===== config.mk =====
export PLATFORM = sky130hd
export DESIGN_NAME = tuner_hold_ctrl
export DESIGN_NICKNAME = d
export VERILOG_FILES = /design/src/rtl/hold_pkg.sv /design/src/rtl/hold_sync.sv /design/src/rtl/hold_fsm.sv /design/src/rtl/hold_pin_force.sv /design/src/rtl/tuner_hold_ctrl.sv
export SDC_FILE = /design/constraint.sdc
export NUM_CORES = 1
export LEC_CHECK = 0
export CORE_ASPECT_RATIO = 1.1
export CORE_MARGIN = 2
export CORE_UTILIZATION = 25
export DETAILED_ROUTE_END_ITERATION = 6
export GPL_TIMING_DRIVEN = 0
export PLACE_DENSITY = 0.62
export SYNTH_ARGS = -nofsm -noshare
export SYNTH_HDL_FRONTEND = slang
export SYNTH_SLANG_ARGS = --single-unit

===== constraint.sdc =====
create_clock -name clk -period 2.6 [get_ports clk]
set_input_delay 0.65 -clock clk [delete_from_list [all_inputs] [get_ports clk]]
set_output_delay 0.65 -clock clk [all_outputs]
set_load 0.03 [all_outputs]

===== src/rtl/hold_pkg.sv =====
package hold_pkg;

    typedef enum logic [2:0] {
        HS_POR     = 3'd0,
        HS_RUN     = 3'd1,
        HS_PLLHOLD = 3'd2,
        HS_CLKSTOP = 3'd3,
        HS_WAKE    = 3'd4
    } hold_state_e;

    typedef struct packed {
        logic fm_en;
        logic am_en;
        logic err_oe;
        logic clk_run;
        logic wake;
        logic por;
        logic stopped;
    } hold_ctl_t;

endpackage


===== src/rtl/hold_sync.sv =====
module hold_sync #(
    parameter int  STAGES    = 2,
    parameter logic RST_VAL  = 1'b1
) (
    input  logic clk,
    input  logic rst_n,
    input  logic d_async,
    output logic q_sync
);

    logic [STAGES-1:0] chain;

    always_ff @(posedge clk or negedge rst_n) begin
        if (!rst_n) begin
            chain <= {STAGES{RST_VAL}};
        end else begin
            chain <= {chain[STAGES-2:0], d_async};
        end
    end

    assign q_sync = chain[STAGES-1];

endmodule


===== src/rtl/hold_fsm.sv =====
module hold_fsm
    import hold_pkg::*;
(
    input  logic       clk,
    input  logic       rst_n,
    input  logic       pin_hi,
    input  logic       hold_en,
    input  logic       stop_strobe,
    output hold_ctl_t  ctl
);

    hold_state_e state_q, state_d;

    // state register
    always_ff @(posedge clk or negedge rst_n) begin
        if (!rst_n) begin
            state_q <= HS_POR;
        end else begin
            state_q <= state_d;
        end
    end

    // next-state logic
    always_comb begin
        state_d = state_q;
        unique case (state_q)
            HS_POR: begin
                state_d = HS_RUN;
            end
            HS_RUN: begin
                if (hold_en && !pin_hi) begin
                    state_d = HS_PLLHOLD;
                end
            end
            HS_PLLHOLD: begin
                if (!hold_en || pin_hi) begin
                    state_d = HS_RUN;
                end else if (stop_strobe) begin
                    state_d = HS_CLKSTOP;
                end
            end
            HS_CLKSTOP: begin
                if (pin_hi) begin
                    state_d = HS_WAKE;
                end
            end
            HS_WAKE: begin
                state_d = HS_RUN;
            end
            default: begin
                state_d = HS_POR;
            end
        endcase
    end

    // output decode
    always_comb begin
        ctl = '{fm_en: 1'b1, am_en: 1'b1, err_oe: 1'b1, clk_run: 1'b1,
                wake: 1'b0, por: 1'b0, stopped: 1'b0};
        unique case (state_q)
            HS_POR: begin
                ctl.por = 1'b1;
            end
            HS_RUN: begin
            end
            HS_PLLHOLD: begin
                ctl.fm_en  = 1'b0;
                ctl.am_en  = 1'b0;
                ctl.err_oe = 1'b0;
            end
            HS_CLKSTOP: begin
                ctl.fm_en   = 1'b0;
                ctl.am_en   = 1'b0;
                ctl.err_oe  = 1'b0;
                ctl.clk_run = 1'b0;
                ctl.stopped = 1'b1;
            end
            HS_WAKE: begin
                ctl.wake = 1'b1;
            end
            default: begin
                ctl.por = 1'b1;
            end
        endcase
    end

endmodule


===== src/rtl/hold_pin_force.sv =====
module hold_pin_force #(
    parameter int W         = 4,
    parameter bit IN_POR    = 1'b0,
    parameter bit IN_STOP   = 1'b1
) (
    input  logic         por,
    input  logic         stopped,
    output logic [W-1:0] force_o
);

    for (genvar i = 0; i < W; i++) begin : g_bit
        always_comb begin
            force_o[i] = (por && IN_POR) || (stopped && IN_STOP);
        end
    end

endmodule


===== src/rtl/tuner_hold_ctrl.sv =====
module tuner_hold_ctrl
    import hold_pkg::*;
#(
    parameter int OD_W      = 4,
    parameter int PP_W      = 12,
    parameter int IN_W      = 6,
    parameter int SYNC_STGS = 2
) (
    input  logic            clk,
    input  logic            rst_n,
    input  logic            hold_pin,
    input  logic            hold_en,
    input  logic            stop_strobe,
    output logic            fm_gate_en,
    output logic            am_gate_en,
    output logic            err_oe,
    output logic            clk_run,
    output logic            wake_pulse,
    output logic [OD_W-1:0] od_off,
    output logic [PP_W-1:0] pp_hiz,
    output logic [IN_W-1:0] in_block
);

    logic      pin_hi;
    hold_ctl_t ctl;

    hold_sync #(.STAGES(SYNC_STGS), .RST_VAL(1'b1)) u_sync (
        .clk     (clk),
        .rst_n   (rst_n),
        .d_async (hold_pin),
        .q_sync  (pin_hi)
    );

    hold_fsm u_fsm (
        .clk         (clk),
        .rst_n       (rst_n),
        .pin_hi      (pin_hi),
        .hold_en     (hold_en),
        .stop_strobe (stop_strobe),
        .ctl         (ctl)
    );

    hold_pin_force #(.W(OD_W), .IN_POR(1'b1), .IN_STOP(1'b1)) u_od (
        .por(ctl.por), .stopped(ctl.stopped), .force_o(od_off)
    );

    hold_pin_force #(.W(PP_W), .IN_POR(1'b1), .IN_STOP(1'b1)) u_pp (
        .por(ctl.por), .stopped(ctl.stopped), .force_o(pp_hiz)
    );

    hold_pin_force #(.W(IN_W), .IN_POR(1'b0), .IN_STOP(1'b1)) u_in (
        .por(ctl.por), .stopped(ctl.stopped), .force_o(in_block)
    );

    assign fm_gate_en = ctl.fm_en;
    assign am_gate_en = ctl.am_en;
    assign err_oe     = ctl.err_oe;
    assign clk_run    = ctl.clk_run;
    assign wake_pulse = ctl.wake;

endmodule


==> flow_results.xml, run 1 <==
<?xml version="1.0" encoding="UTF-8"?>
<metrics>
  <group name="run_status">
    <metric name="run_status" unit="">finished clean</metric>
  </group>
  <group name="floorplanning">
    <metric name="die_width" unit="um">42.6</metric>
    <metric name="design.portCount" unit="">32</metric>
    <metric name="floorplan.die.height" unit="um">46.5</metric>
    <metric name="floorplan.initialDensity" unit="">0.263</metric>
    <metric name="placeableCoreArea" unit="um^2">1560</metric>
    <metric name="rows" unit="">15</metric>
    <metric name="die_area" unit="um^2">1980</metric>
  </group>
  <group name="final_layout">
    <metric name="final_cell_mix" unit="">buf_4, dlygate4sd2_1, clkdlybuf4s50_1</metric>
    <metric name="mostFrequentLayoutCell" unit="">buf_4</metric>
    <metric name="net_count_of_the_finished_layout" unit="">90</metric>
    <metric name="area_growth_syn_to_layout" unit="%">94.2</metric>
    <metric name="post-route-util" unit="">0.512</metric>
    <metric name="antenna_cells" unit="">0</metric>
    <metric name="drive_above_1_share" unit="">0.405</metric>
    <metric name="fin_cells" unit="">101</metric>
    <metric name="finish.instance_area" unit="um^2">797</metric>
  </group>
  <group name="cts">
    <metric name="depth_of_the_cts_h_tree" unit="">1</metric>
    <metric name="clk-insertion-delay-late" unit="ns">0.24</metric>
    <metric name="number_of_buffers_added_by_the_clock_tree_synthesis_step" unit="">3</metric>
    <metric name="worst_setup_hold_path_clk_slew" unit="ns">0.04</metric>
    <metric name="tritoncts" unit="">built</metric>
    <metric name="clock_root_buffer" unit="">clkbuf_4</metric>
    <metric name="cts_sinks" unit="">5</metric>
    <metric name="clock_tree.buffer_depth" unit="">2</metric>
  </group>
  <group name="timing">
    <metric name="hold_violations" unit="">0</metric>
    <metric name="fin_crit" unit="ns">2.43</metric>
    <metric name="report.final.setup_viol" unit="">0</metric>
    <metric name="grt_setup_unrepaired" unit="">false</metric>
    <metric name="timing.slew.headroom" unit="">0.788</metric>
    <metric name="max_slew.worst_pin.slew" unit="ns">0.317</metric>
    <metric name="setup_ws_post_layout" unit="ns">0.167</metric>
    <metric name="finalSetupTns" unit="ns">0</metric>
    <metric name="fmax" unit="MHz">411</metric>
    <metric name="fin_skew" unit="ns">0.00148</metric>
    <metric name="maxSlewViolCount" unit="">0</metric>
    <metric name="layout_worst_path_cycle_share" unit="">0.936</metric>
  </group>
  <group name="place">
    <metric name="place.port_buffers" unit="">31</metric>
    <metric name="dp_hpwl" unit="um">704</metric>
    <metric name="dp_cell_count" unit="">95</metric>
    <metric name="postPlaceCellArea" unit="um^2">742</metric>
    <metric name="post-place-ws" unit="ns">-0.323</metric>
    <metric name="globalplace.congestion" unit="">0.713</metric>
  </group>
  <group name="routing">
    <metric name="dr.pass1.iters" unit="">2</metric>
    <metric name="post-route-drc-count" unit="">0</metric>
    <metric name="drt.antenna.violating_nets" unit="">0</metric>
    <metric name="wl" unit="um">870</metric>
    <metric name="post_drt_via_cell_ratio" unit="">3.80</metric>
    <metric name="routedWlPerCell" unit="um">8.61</metric>
    <metric name="initialDrtViolationCount" unit="">4</metric>
    <metric name="detailroute.via_count" unit="">384</metric>
  </group>
  <group name="synth">
    <metric name="largest_family_of_logic_cells_by_synthesized_area" unit="">buffers and inverters</metric>
    <metric name="syn-mean-instance-area" unit="um^2">8.73</metric>
    <metric name="synth_compound_area_frac" unit="">0.0976</metric>
    <metric name="synthAdderAreaFrac" unit="">0</metric>
    <metric name="synth_xor_area_frac" unit="">0.0213</metric>
    <metric name="register_area_share_after_synthesis" unit="">0.311</metric>
    <metric name="syn_nets" unit="">52</metric>
    <metric name="syn-cell-area" unit="um^2">410</metric>
    <metric name="yosys-mux-area-fraction" unit="">0</metric>
    <metric name="synthCells" unit="">47</metric>
    <metric name="yosysUniqueCellTypes" unit="">15</metric>
    <metric name="yosys.area_share.simple" unit="">0.104</metric>
    <metric name="synth.ff_latch_count" unit="">5</metric>
    <metric name="synth_warnings" unit="">0</metric>
  </group>
  <group name="grt">
    <metric name="number_of_antenna_violations_at_the_first_check_in_global_routing" unit="">0</metric>
    <metric name="grt_pass1_wl" unit="um">1410</metric>
    <metric name="grt.total_usage" unit="">0.0948</metric>
    <metric name="first_global_vias" unit="">325</metric>
    <metric name="grt_max_degree" unit="">12</metric>
    <metric name="grt-ovfl-total" unit="">0</metric>
  </group>
  <group name="hold_path">
    <metric name="hold_path.class" unit="">flip-flop to flip-flop</metric>
  </group>
  <group name="worst_setup_path">
    <metric name="cp.arrival" unit="ns">1.78</metric>
    <metric name="timing.critical_path.from_type" unit="">flip-flop</metric>
    <metric name="critPathMaxFanout" unit="">8</metric>
    <metric name="timing.critical_path.to_type" unit="">output port</metric>
    <metric name="timing.setup.critical_path_class" unit="">flip-flop to output port</metric>
    <metric name="cp_data_required_time" unit="ns">1.95</metric>
  </group>
  <group name="power_and_ir_drop">
    <metric name="ir_worst_vdd" unit="mV">0.445</metric>
    <metric name="power_per_cell_area" unit="nW/um^2">1050</metric>
    <metric name="power.leakage" unit="nW">0.462</metric>
  </group>
  <group name="job">
    <metric name="max-cap-violations" unit="">0</metric>
  </group>
</metrics>
## registers in the layout, indices dropped and copies added, names as in the netlist
name and cells:
u_fsm.state_q 3, u_sync.chain 2
## area by class of cell
cell class	instances	area, um^2
well taps	17	21.3
flip-flops and latches	5	128
plain buffers	24	184
fillers	147	761
clock buffers	4	26.3
repair buffers	33	320
multi-input cells	16	110
inverters	2	7.51
## synthesized netlist by cell type, drive strengths merged
| cell type | number | area share |
|---|---|---|
| dfrtp | 3 | 0.18 |
| xor2 | 1 | 0.021 |
| a21oi | 1 | 0.012 |
| nand2b | 1 | 0.015 |
| nor2 | 2 | 0.018 |
| o31ai | 1 | 0.018 |
| nand2 | 3 | 0.027 |
| a211oi | 1 | 0.018 |
| inv | 2 | 0.018 |
| nor3b | 1 | 0.018 |
| o21ai | 4 | 0.049 |
| dfstp | 2 | 0.13 |
| or4b | 1 | 0.024 |
| buf | 24 | 0.45 |
## final timing paths
path                                  start  depth (start not counted)  slack (ns)          endpoint
min in group asynchronous             rst_n                          1        0.63  u_fsm.state_q[2]
max reg2reg                u_fsm.state_q[0]                          4        1.33  u_fsm.state_q[0]
max                        u_fsm.state_q[1]                          4        0.17           clk_run
min reg2reg                 u_sync.chain[0]                          0        0.36   u_sync.chain[1]
max in group asynchronous             rst_n                          1        1.72   u_sync.chain[1]
min                         u_sync.chain[0]                          0        0.36   u_sync.chain[1]
## what timing repair did
item,CTS,global route
endpoints found under the setup margin,22,3
setup buffers,2,0
pin swaps,1,0
resized for setup,24,3
hold buffers,0,0
gates cloned,0,0
## per-stage QoR
step                      total power (W)  hold WS (ns)
after floorplan                  0.000544         0.345
after global placement           0.000780         0.347
after detailed placement         0.000786         0.357
after CTS                        0.000855         0.367
after global routing             0.000896         0.375
final                            0.000839         0.363
## cell families after synthesis
family,after synthesis
AO/OA/AOI/OAI,7
AND/OR/NAND/NOR,8
XOR/XNOR,1
flip-flops,5
buffers and inverters,26
## critical path: stages (launching register included)
cell             delay (ns)
dfrtp_1                0.49
nand2b_1               0.22
nor2_4                 0.20
inv_1                  0.05
clkdlybuf4s50_1        0.58
## report_power, final
group | internal (W) | total [W] | leakage, nW | switching, W
Clock | 0.0000579 | 0.0000873 | 0.0150 | 0.0000294
Sequential | 0.0000881 | 0.0000981 | 0.0580 | 0.0000101
Combinational | 0.000296 | 0.000653 | 0.389 | 0.000357
Total | 0.000442 | 0.000839 | 0.462 | 0.000396
## per-layer routing
metal	vias to the layer above	wire (um)	global-route usage
li1	202	-	-
met2	19	459	0.161
met3	0	73	0.0196
met4	0	0	0.0563
met1	163	337	0.111
met5	-	0	0
Note: power is estimated with default switching activity, not from simulation.
==> inputs of run 2 (changes only) <==
--- a/config.mk
+++ b/config.mk
@@ -5,9 +5,11 @@
 export SDC_FILE = /design/constraint.sdc
 export NUM_CORES = 1
 export LEC_CHECK = 0
+export CAP_MARGIN = 10
 export CORE_ASPECT_RATIO = 1.1
 export CORE_MARGIN = 2
 export CORE_UTILIZATION = 25
+export CTS_BUF_LIST = sky130_fd_sc_hd__clkbuf_16
 export DETAILED_ROUTE_END_ITERATION = 6
 export GPL_TIMING_DRIVEN = 0
 export PLACE_DENSITY = 0.62
==> run 2 against run 1 <==
Fmax rose by 1.1%. Via count up 0.78%. Setup slack improved by 0.027 ns. Design area grew 6.6%. Critical path depth stayed put.
==> flow_results.xml, run 2 (same netlist as run 1, synthesis figures left out) <==
<?xml version="1.0" encoding="UTF-8"?>
<metrics>
  <group name="hold_path">
    <metric name="hold_path.class" unit="">flip-flop to flip-flop</metric>
    <metric name="min-delay-start" unit="">u_sync.chain[0]</metric>
    <metric name="worstHoldEndpoint" unit="">u_sync.chain[1]</metric>
    <metric name="min_path_cells" unit="">0</metric>
  </group>
  <group name="place">
    <metric name="place.port_buffers" unit="">31</metric>
    <metric name="postPlaceCellArea" unit="um^2">742</metric>
    <metric name="globalplace.congestion" unit="">0.713</metric>
    <metric name="dp_hpwl" unit="um">704</metric>
  </group>
  <group name="routing">
    <metric name="routedWlPerCell" unit="um">8.78</metric>
    <metric name="initialDrtViolationCount" unit="">3</metric>
    <metric name="drt.antenna.violating_nets" unit="">0</metric>
    <metric name="dr.pass1.iters" unit="">4</metric>
    <metric name="wl" unit="um">887</metric>
    <metric name="detailroute.via_count" unit="">387</metric>
    <metric name="post-route-drc-count" unit="">0</metric>
    <metric name="post_drt_via_cell_ratio" unit="">3.83</metric>
  </group>
  <group name="timing">
    <metric name="report.final.setup_viol" unit="">0</metric>
    <metric name="finalSetupTns" unit="ns">0</metric>
    <metric name="fin_skew" unit="ns">0.000366</metric>
    <metric name="timing.slew.headroom" unit="">0.788</metric>
    <metric name="max_slew.worst_pin.slew" unit="ns">0.318</metric>
    <metric name="maxSlewViolCount" unit="">0</metric>
    <metric name="grt_setup_unrepaired" unit="">false</metric>
    <metric name="hold_violations" unit="">0</metric>
    <metric name="fin_crit" unit="ns">2.41</metric>
    <metric name="fmax" unit="MHz">416</metric>
    <metric name="layout_worst_path_cycle_share" unit="">0.925</metric>
  </group>
  <group name="final_layout">
    <metric name="regArea" unit="um^2">128</metric>
    <metric name="antenna_cells" unit="">0</metric>
    <metric name="filler_cell_count" unit="">139</metric>
    <metric name="multi_input_area" unit="um^2">110</metric>
    <metric name="mostFrequentLayoutCell" unit="">buf_4</metric>
    <metric name="biggestRegsByFlops" unit="">u_fsm.state_q (3), u_sync.chain (2)</metric>
    <metric name="drive_above_1_share" unit="">0.405</metric>
    <metric name="area_growth_syn_to_layout" unit="%">107</metric>
    <metric name="largest_register" unit="">u_fsm.state_q</metric>
    <metric name="net_count_of_the_finished_layout" unit="">90</metric>
    <metric name="final_cell_mix" unit="">buf_4, dlygate4sd2_1, clkdlybuf4s50_1</metric>
    <metric name="finish.instance_area" unit="um^2">850</metric>
    <metric name="largest_reg_flops" unit="">3</metric>
  </group>
  <group name="cts">
    <metric name="worst_setup_hold_path_clk_slew" unit="ns">0.03</metric>
    <metric name="depth_of_the_cts_h_tree" unit="">1</metric>
    <metric name="cts_sinks" unit="">5</metric>
    <metric name="number_of_buffers_added_by_the_clock_tree_synthesis_step" unit="">3</metric>
    <metric name="ctsHoldBuffers" unit="">0</metric>
    <metric name="clock_tree.buffer_depth" unit="">2</metric>
    <metric name="clock_root_buffer" unit="">clkbuf_16</metric>
    <metric name="clk-insertion-delay-late" unit="ns">0.22</metric>
    <metric name="tritoncts" unit="">built</metric>
  </group>
  <group name="worst_setup_path">
    <metric name="timing.critical_path.from_type" unit="">flip-flop</metric>
    <metric name="timing.critical_path.cells" unit="">nand2b_1 -&gt; nor2_4 -&gt; inv_1 -&gt; clkdlybuf4s50_1</metric>
    <metric name="timing.critical_path.to_type" unit="">output port</metric>
    <metric name="cp.arrival" unit="ns">1.76</metric>
    <metric name="cpMaxStageDelayCell" unit="">clkdlybuf4s50_1</metric>
    <metric name="cp_data_required_time" unit="ns">1.95</metric>
    <metric name="crit_path_max_incr_delay" unit="ns">0.58</metric>
    <metric name="timing.critical_path.from" unit="">u_fsm.state_q[1]</metric>
    <metric name="critPathMaxFanout" unit="">8</metric>
    <metric name="timing.reg2reg.worst_path_depth" unit="">4</metric>
    <metric name="r2r_setup_slack" unit="ns">1.33</metric>
    <metric name="regToRegEndpoint" unit="">u_fsm.state_q[0]</metric>
    <metric name="worst_r2r_startpoint" unit="">u_fsm.state_q[0]</metric>
    <metric name="timing.setup.critical_path_class" unit="">flip-flop to output port</metric>
  </group>
  <group name="floorplanning">
    <metric name="design.portCount" unit="">32</metric>
    <metric name="placeableCoreArea" unit="um^2">1560</metric>
    <metric name="die_width" unit="um">42.6</metric>
    <metric name="floorplan.die.height" unit="um">46.5</metric>
    <metric name="die_area" unit="um^2">1980</metric>
    <metric name="rows" unit="">15</metric>
    <metric name="floorplan.initialDensity" unit="">0.263</metric>
  </group>
  <group name="power_and_ir_drop">
    <metric name="power_per_cell_area" unit="nW/um^2">1170</metric>
    <metric name="ir_worst_vdd" unit="mV">0.610</metric>
    <metric name="power.leakage" unit="nW">0.489</metric>
    <metric name="total_power" unit="W">0.000996</metric>
  </group>
  <group name="grt">
    <metric name="number_of_antenna_violations_at_the_first_check_in_global_routing" unit="">0</metric>
    <metric name="first_global_vias" unit="">322</metric>
    <metric name="grt-ovfl-total" unit="">0</metric>
    <metric name="grt_max_degree" unit="">12</metric>
    <metric name="grt_pass1_wl" unit="um">1410</metric>
    <metric name="grt.total_usage" unit="">0.0931</metric>
  </group>
  <group name="job">
    <metric name="max-cap-violations" unit="">0</metric>
  </group>
  <group name="run_status">
    <metric name="run_status" unit="">finished clean</metric>
  </group>
</metrics>
## run 2: cell count changes in the layout (fill, tap and decap cells not counted), sizes merged
cell / previous run / this run
clkbuf: 4 / 3
inv: 2 / 3
## run 2: per-layer routing
metal | vias to the layer above | track usage | wire length (um)
li1 | 202 | - | -
met1 | 164 | 0.116 | 359
met2 | 21 | 0.158 | 452
met3 | 0 | 0.00784 | 76
met4 | 0 | 0.0563 | 0
met5 | - | 0 | 0
## run 2: what timing repair did
item	in CTS	in global routing
resized for setup	24	3
setup buffers	2	0
endpoints found under the setup margin	22	3
pin swaps	1	0
cloned	0	0
## run 2: worst max path at each step
stage	slack [ns]	to
after detailed placement	-0.32	pp_hiz[1]
after global routing	0.08	clk_run
after CTS	0.03	in_block[3]
after floorplan	0.06	od_off[1]
after global placement	-0.29	pp_hiz[1]
final	0.19	clk_run
## run 2: final cells by class
cell class                      instances  area share
Clock inverter                          1     0.00442
Inverter                                2     0.00884
Buffer                                 24       0.216
Timing Repair Buffer                   33       0.377
Tap cell                               17      0.0250
Sequential cell                         5       0.150
Clock buffer                            3      0.0884
Multi-Input combinational cell         16       0.130
## run 2: report_power, final
group | switching (W) | internal (W) | total, W
combinational | 0.000357 | 0.000296 | 0.000653
sequential | 0.00000992 | 0.0000882 | 0.0000982
clock | 0.0000462 | 0.000199 | 0.000245
## run 2: per-stage QoR
| step | std cells | hold slack [ns] | setup WS [ns] | utilization |
|---|---|---|---|---|
| finish | 101 | 0.359 | 0.194 | 0.545 |
| detailed placement | 95 | 0.357 | -0.323 | 0.476 |
| floorplan | 47 | 0.345 | 0.0621 | - |
| CTS | 101 | 0.363 | 0.0343 | 0.541 |
| global route | 101 | 0.364 | 0.0805 | 0.545 |
| global placement | 95 | 0.347 | -0.291 | 0.476 |
## run 2: critical path, delay by kind of cell, from the launching register on
family / cells / cell delay, ns
buf+inv: 2 / 0.63
flops: 1 / 0.48
simple gates: 2 / 0.42
==> inputs of run 3 (changes only) <==
--- a/config.mk
+++ b/config.mk
@@ -7,11 +7,11 @@
 export LEC_CHECK = 0
 export CAP_MARGIN = 10
 export CORE_ASPECT_RATIO = 1.1
-export CORE_MARGIN = 2
 export CORE_UTILIZATION = 25
 export CTS_BUF_LIST = sky130_fd_sc_hd__clkbuf_16
 export DETAILED_ROUTE_END_ITERATION = 6
 export GPL_TIMING_DRIVEN = 0
+export HOLD_SLACK_MARGIN = 0.06
 export PLACE_DENSITY = 0.62
 export SYNTH_ARGS = -nofsm -noshare
 export SYNTH_HDL_FRONTEND = slang
==> run 3 against run 2 <==
Setup slack lost 0.0074 ns. Critical path depth is the same. Largest cell class unchanged. Critical path type unchanged. Non-clock buffer count is the same. Register-to-register slack lost 0.03 ns.
==> flow_results.xml, run 3 (same netlist as run 1, synthesis figures left out) <==
<?xml version="1.0" encoding="UTF-8"?>
<metrics>
  <group name="timing">
    <metric name="fin_crit" unit="ns">2.41</metric>
    <metric name="maxSlewViolCount" unit="">0</metric>
    <metric name="grt_setup_unrepaired" unit="">false</metric>
    <metric name="layout_worst_path_cycle_share" unit="">0.928</metric>
    <metric name="hold_slack" unit="ns">0.358</metric>
    <metric name="max_slew.worst_pin.slew" unit="ns">0.327</metric>
    <metric name="hold_violations" unit="">0</metric>
    <metric name="report.final.setup_viol" unit="">0</metric>
    <metric name="fmax" unit="MHz">414</metric>
    <metric name="fin_skew" unit="ns">0.000748</metric>
    <metric name="timing.slew.headroom" unit="">0.782</metric>
  </group>
  <group name="cts">
    <metric name="number_of_buffers_added_by_the_clock_tree_synthesis_step" unit="">3</metric>
    <metric name="ctsHoldBuffers" unit="">0</metric>
    <metric name="clock_root_buffer" unit="">clkbuf_16</metric>
    <metric name="tritoncts" unit="">built</metric>
    <metric name="clk-insertion-delay-late" unit="ns">0.22</metric>
    <metric name="depth_of_the_cts_h_tree" unit="">1</metric>
    <metric name="cts_sinks" unit="">5</metric>
    <metric name="worst_setup_hold_path_clk_slew" unit="ns">0.03</metric>
    <metric name="clock_tree.buffer_depth" unit="">2</metric>
  </group>
  <group name="power_and_ir_drop">
    <metric name="power.share.sequential" unit="">0.096</metric>
    <metric name="clock_power_share" unit="">0.237</metric>
    <metric name="power_per_cell_area" unit="nW/um^2">1140</metric>
    <metric name="netSwitchingPower" unit="W">0.000410</metric>
    <metric name="ir_worst_vdd" unit="mV">0.637</metric>
    <metric name="share_of_total_power_consumed_by_net_switching" unit="">0.399</metric>
    <metric name="fraction_of_power_consumed_by_combinational_cells" unit="">0.667</metric>
    <metric name="p_int" unit="W">0.000617</metric>
    <metric name="power.leakage" unit="nW">0.664</metric>
  </group>
  <group name="final_layout">
    <metric name="largest_register" unit="">u_fsm.state_q</metric>
    <metric name="final_cell_mix" unit="">buf_4, dlymetal6s2s_1, clkdlybuf4s50_1</metric>
    <metric name="antenna_cells" unit="">0</metric>
    <metric name="largest_reg_flops" unit="">3</metric>
    <metric name="drive_above_1_share" unit="">0.393</metric>
    <metric name="filler_cell_count" unit="">115</metric>
    <metric name="area_growth_syn_to_layout" unit="%">120</metric>
    <metric name="mostFrequentLayoutCell" unit="">buf_4</metric>
    <metric name="net_count_of_the_finished_layout" unit="">90</metric>
    <metric name="biggestRegsByFlops" unit="">u_fsm.state_q (3), u_sync.chain (2)</metric>
    <metric name="multi_input_area" unit="um^2">110</metric>
    <metric name="fin_cells" unit="">100</metric>
    <metric name="regArea" unit="um^2">128</metric>
  </group>
  <group name="place">
    <metric name="dp_cell_count" unit="">94</metric>
    <metric name="place.port_buffers" unit="">31</metric>
    <metric name="globalplace.congestion" unit="">0.775</metric>
  </group>
  <group name="routing">
    <metric name="detailroute.via_count" unit="">382</metric>
    <metric name="dr.pass1.iters" unit="">4</metric>
    <metric name="drt.antenna.violating_nets" unit="">0</metric>
    <metric name="post-route-drc-count" unit="">0</metric>
    <metric name="routedWlPerCell" unit="um">9.04</metric>
    <metric name="initialDrtViolationCount" unit="">3</metric>
    <metric name="post_drt_via_cell_ratio" unit="">3.82</metric>
    <metric name="wl" unit="um">904</metric>
  </group>
  <group name="floorplanning">
    <metric name="floorplan.initialDensity" unit="">0.282</metric>
    <metric name="design.portCount" unit="">32</metric>
    <metric name="placeableCoreArea" unit="um^2">1450</metric>
    <metric name="die_area" unit="um^2">1810</metric>
    <metric name="rows" unit="">14</metric>
    <metric name="die_width" unit="um">40.6</metric>
    <metric name="floorplan.die.height" unit="um">44.5</metric>
  </group>
  <group name="worst_setup_path">
    <metric name="timing.setup.critical_path_class" unit="">flip-flop to output port</metric>
    <metric name="timing.critical_path.cells" unit="">nand2b_1 -&gt; nor2_4 -&gt; inv_1 -&gt; clkdlybuf4s50_1</metric>
    <metric name="timing.critical_path.from" unit="">u_fsm.state_q[1]</metric>
    <metric name="regToRegEndpoint" unit="">u_fsm.state_q[0]</metric>
    <metric name="critPathMaxFanout" unit="">8</metric>
    <metric name="timing.critical_path.to" unit="">clk_run</metric>
    <metric name="crit_path_max_incr_delay" unit="ns">0.59</metric>
    <metric name="cp.arrival" unit="ns">1.76</metric>
    <metric name="cpMaxStageDelayCell" unit="">clkdlybuf4s50_1</metric>
    <metric name="timing.critical_path.to_type" unit="">output port</metric>
    <metric name="timing.reg2reg.worst_path_depth" unit="">4</metric>
    <metric name="worst_r2r_startpoint" unit="">u_fsm.state_q[0]</metric>
    <metric name="timing.critical_path.from_type" unit="">flip-flop</metric>
    <metric name="cp_data_required_time" unit="ns">1.95</metric>
    <metric name="r2r_setup_slack" unit="ns">1.30</metric>
  </group>
  <group name="grt">
    <metric name="grt_max_degree" unit="">10</metric>
    <metric name="grt.total_usage" unit="">0.104</metric>
    <metric name="grt-ovfl-total" unit="">0</metric>
    <metric name="first_global_vias" unit="">322</metric>
    <metric name="number_of_antenna_violations_at_the_first_check_in_global_routing" unit="">0</metric>
    <metric name="grt_pass1_wl" unit="um">1240</metric>
  </group>
  <group name="run_status">
    <metric name="run_status" unit="">finished clean</metric>
  </group>
  <group name="job">
    <metric name="max-cap-violations" unit="">0</metric>
  </group>
  <group name="hold_path">
    <metric name="hold_path.class" unit="">flip-flop to flip-flop</metric>
  </group>
</metrics>
-- run 3: cell count changes in the layout (fill, tap and decap cells not counted) --
cell and change:
dlygate4sd2_1 -17, dlymetal6s2s_1 +18, buf_12 -1
-- run 3: timing repair --
action	4_1_cts	5_1_grt
setup endpoints to repair	22	21
resized for setup	5	22
pin swaps	1	0
buffers inserted	2	0
-- run 3: how the worst min path moves through the flow --
| stage | end | start | depth (start not counted) | slack [ns] |
|---|---|---|---|---|
| after global routing | u_sync.chain[1] | u_sync.chain[0] | 0 | 0.36 |
| after CTS | u_sync.chain[1] | u_sync.chain[0] | 0 | 0.36 |
| after detailed placement | u_sync.chain[1] | u_sync.chain[0] | 0 | 0.35 |
| after global placement | u_sync.chain[1] | u_sync.chain[0] | 0 | 0.35 |
| after floorplan | u_fsm.state_q[0] | rst_n | 0 | 0.35 |
| final | u_sync.chain[1] | u_sync.chain[0] | 0 | 0.36 |
-- run 3: cell type report --
type,instances,area share
Clock buffer,3,0.0830
Tap cell,16,0.0221
Multi-Input combinational cell,16,0.122
Inverter,2,0.00830
Sequential cell,5,0.141
Buffer,24,0.203
Timing Repair Buffer,33,0.416
Clock inverter,1,0.00415
-- run 3: routing by layer --
| metal | vias to the layer above | global-route usage | wire, um | part of all wire |
|---|---|---|---|---|
| met5 | - | 0 | 0 | 0 |
| met4 | 0 | 0.0800 | 0 | 0 |
| met3 | 0 | 0.0151 | 71 | 0.079 |
| met2 | 19 | 0.187 | 500 | 0.55 |
| met1 | 161 | 0.0969 | 332 | 0.37 |
| li1 | 202 | - | - | - |
-- run 3: power groups by stage --
stage          clock (W)  combinational (W)  sequential, W
3_3_place_gp           0           0.000682      0.0000970
6_report        0.000243           0.000685      0.0000986
5_1_grt         0.000259           0.000726      0.0000996
3_5_place_dp           0           0.000685      0.0000976
4_1_cts         0.000249           0.000709      0.0000988
2_1_floorplan          0           0.000449      0.0000956
-- run 3: worst max-delay path: cells and delay by family (launching register included) --
family	cells	cell delay [ns]
buffers and inverters	2	0.65
flip-flops	1	0.48
AND/OR/NAND/NOR	2	0.41
-- run 3: per-stage QoR --
stage / setup slack (ns) / utilization / cell area [um^2] / TNS (ns) / power, W
final: 0.187 / 0.622 / 905 / 0 / 0.00103
after global routing: 0.0983 / 0.622 / 905 / 0 / 0.00108
after CTS: -0.0573 / 0.586 / 852 / -0.745 / 0.00106
after detailed placement: -0.327 / 0.509 / 741 / -5.03 / 0.000783
after global placement: -0.302 / 0.509 / 741 / -4.68 / 0.000779
after floorplan: 0.0621 / - / 410 / 0 / 0.000544
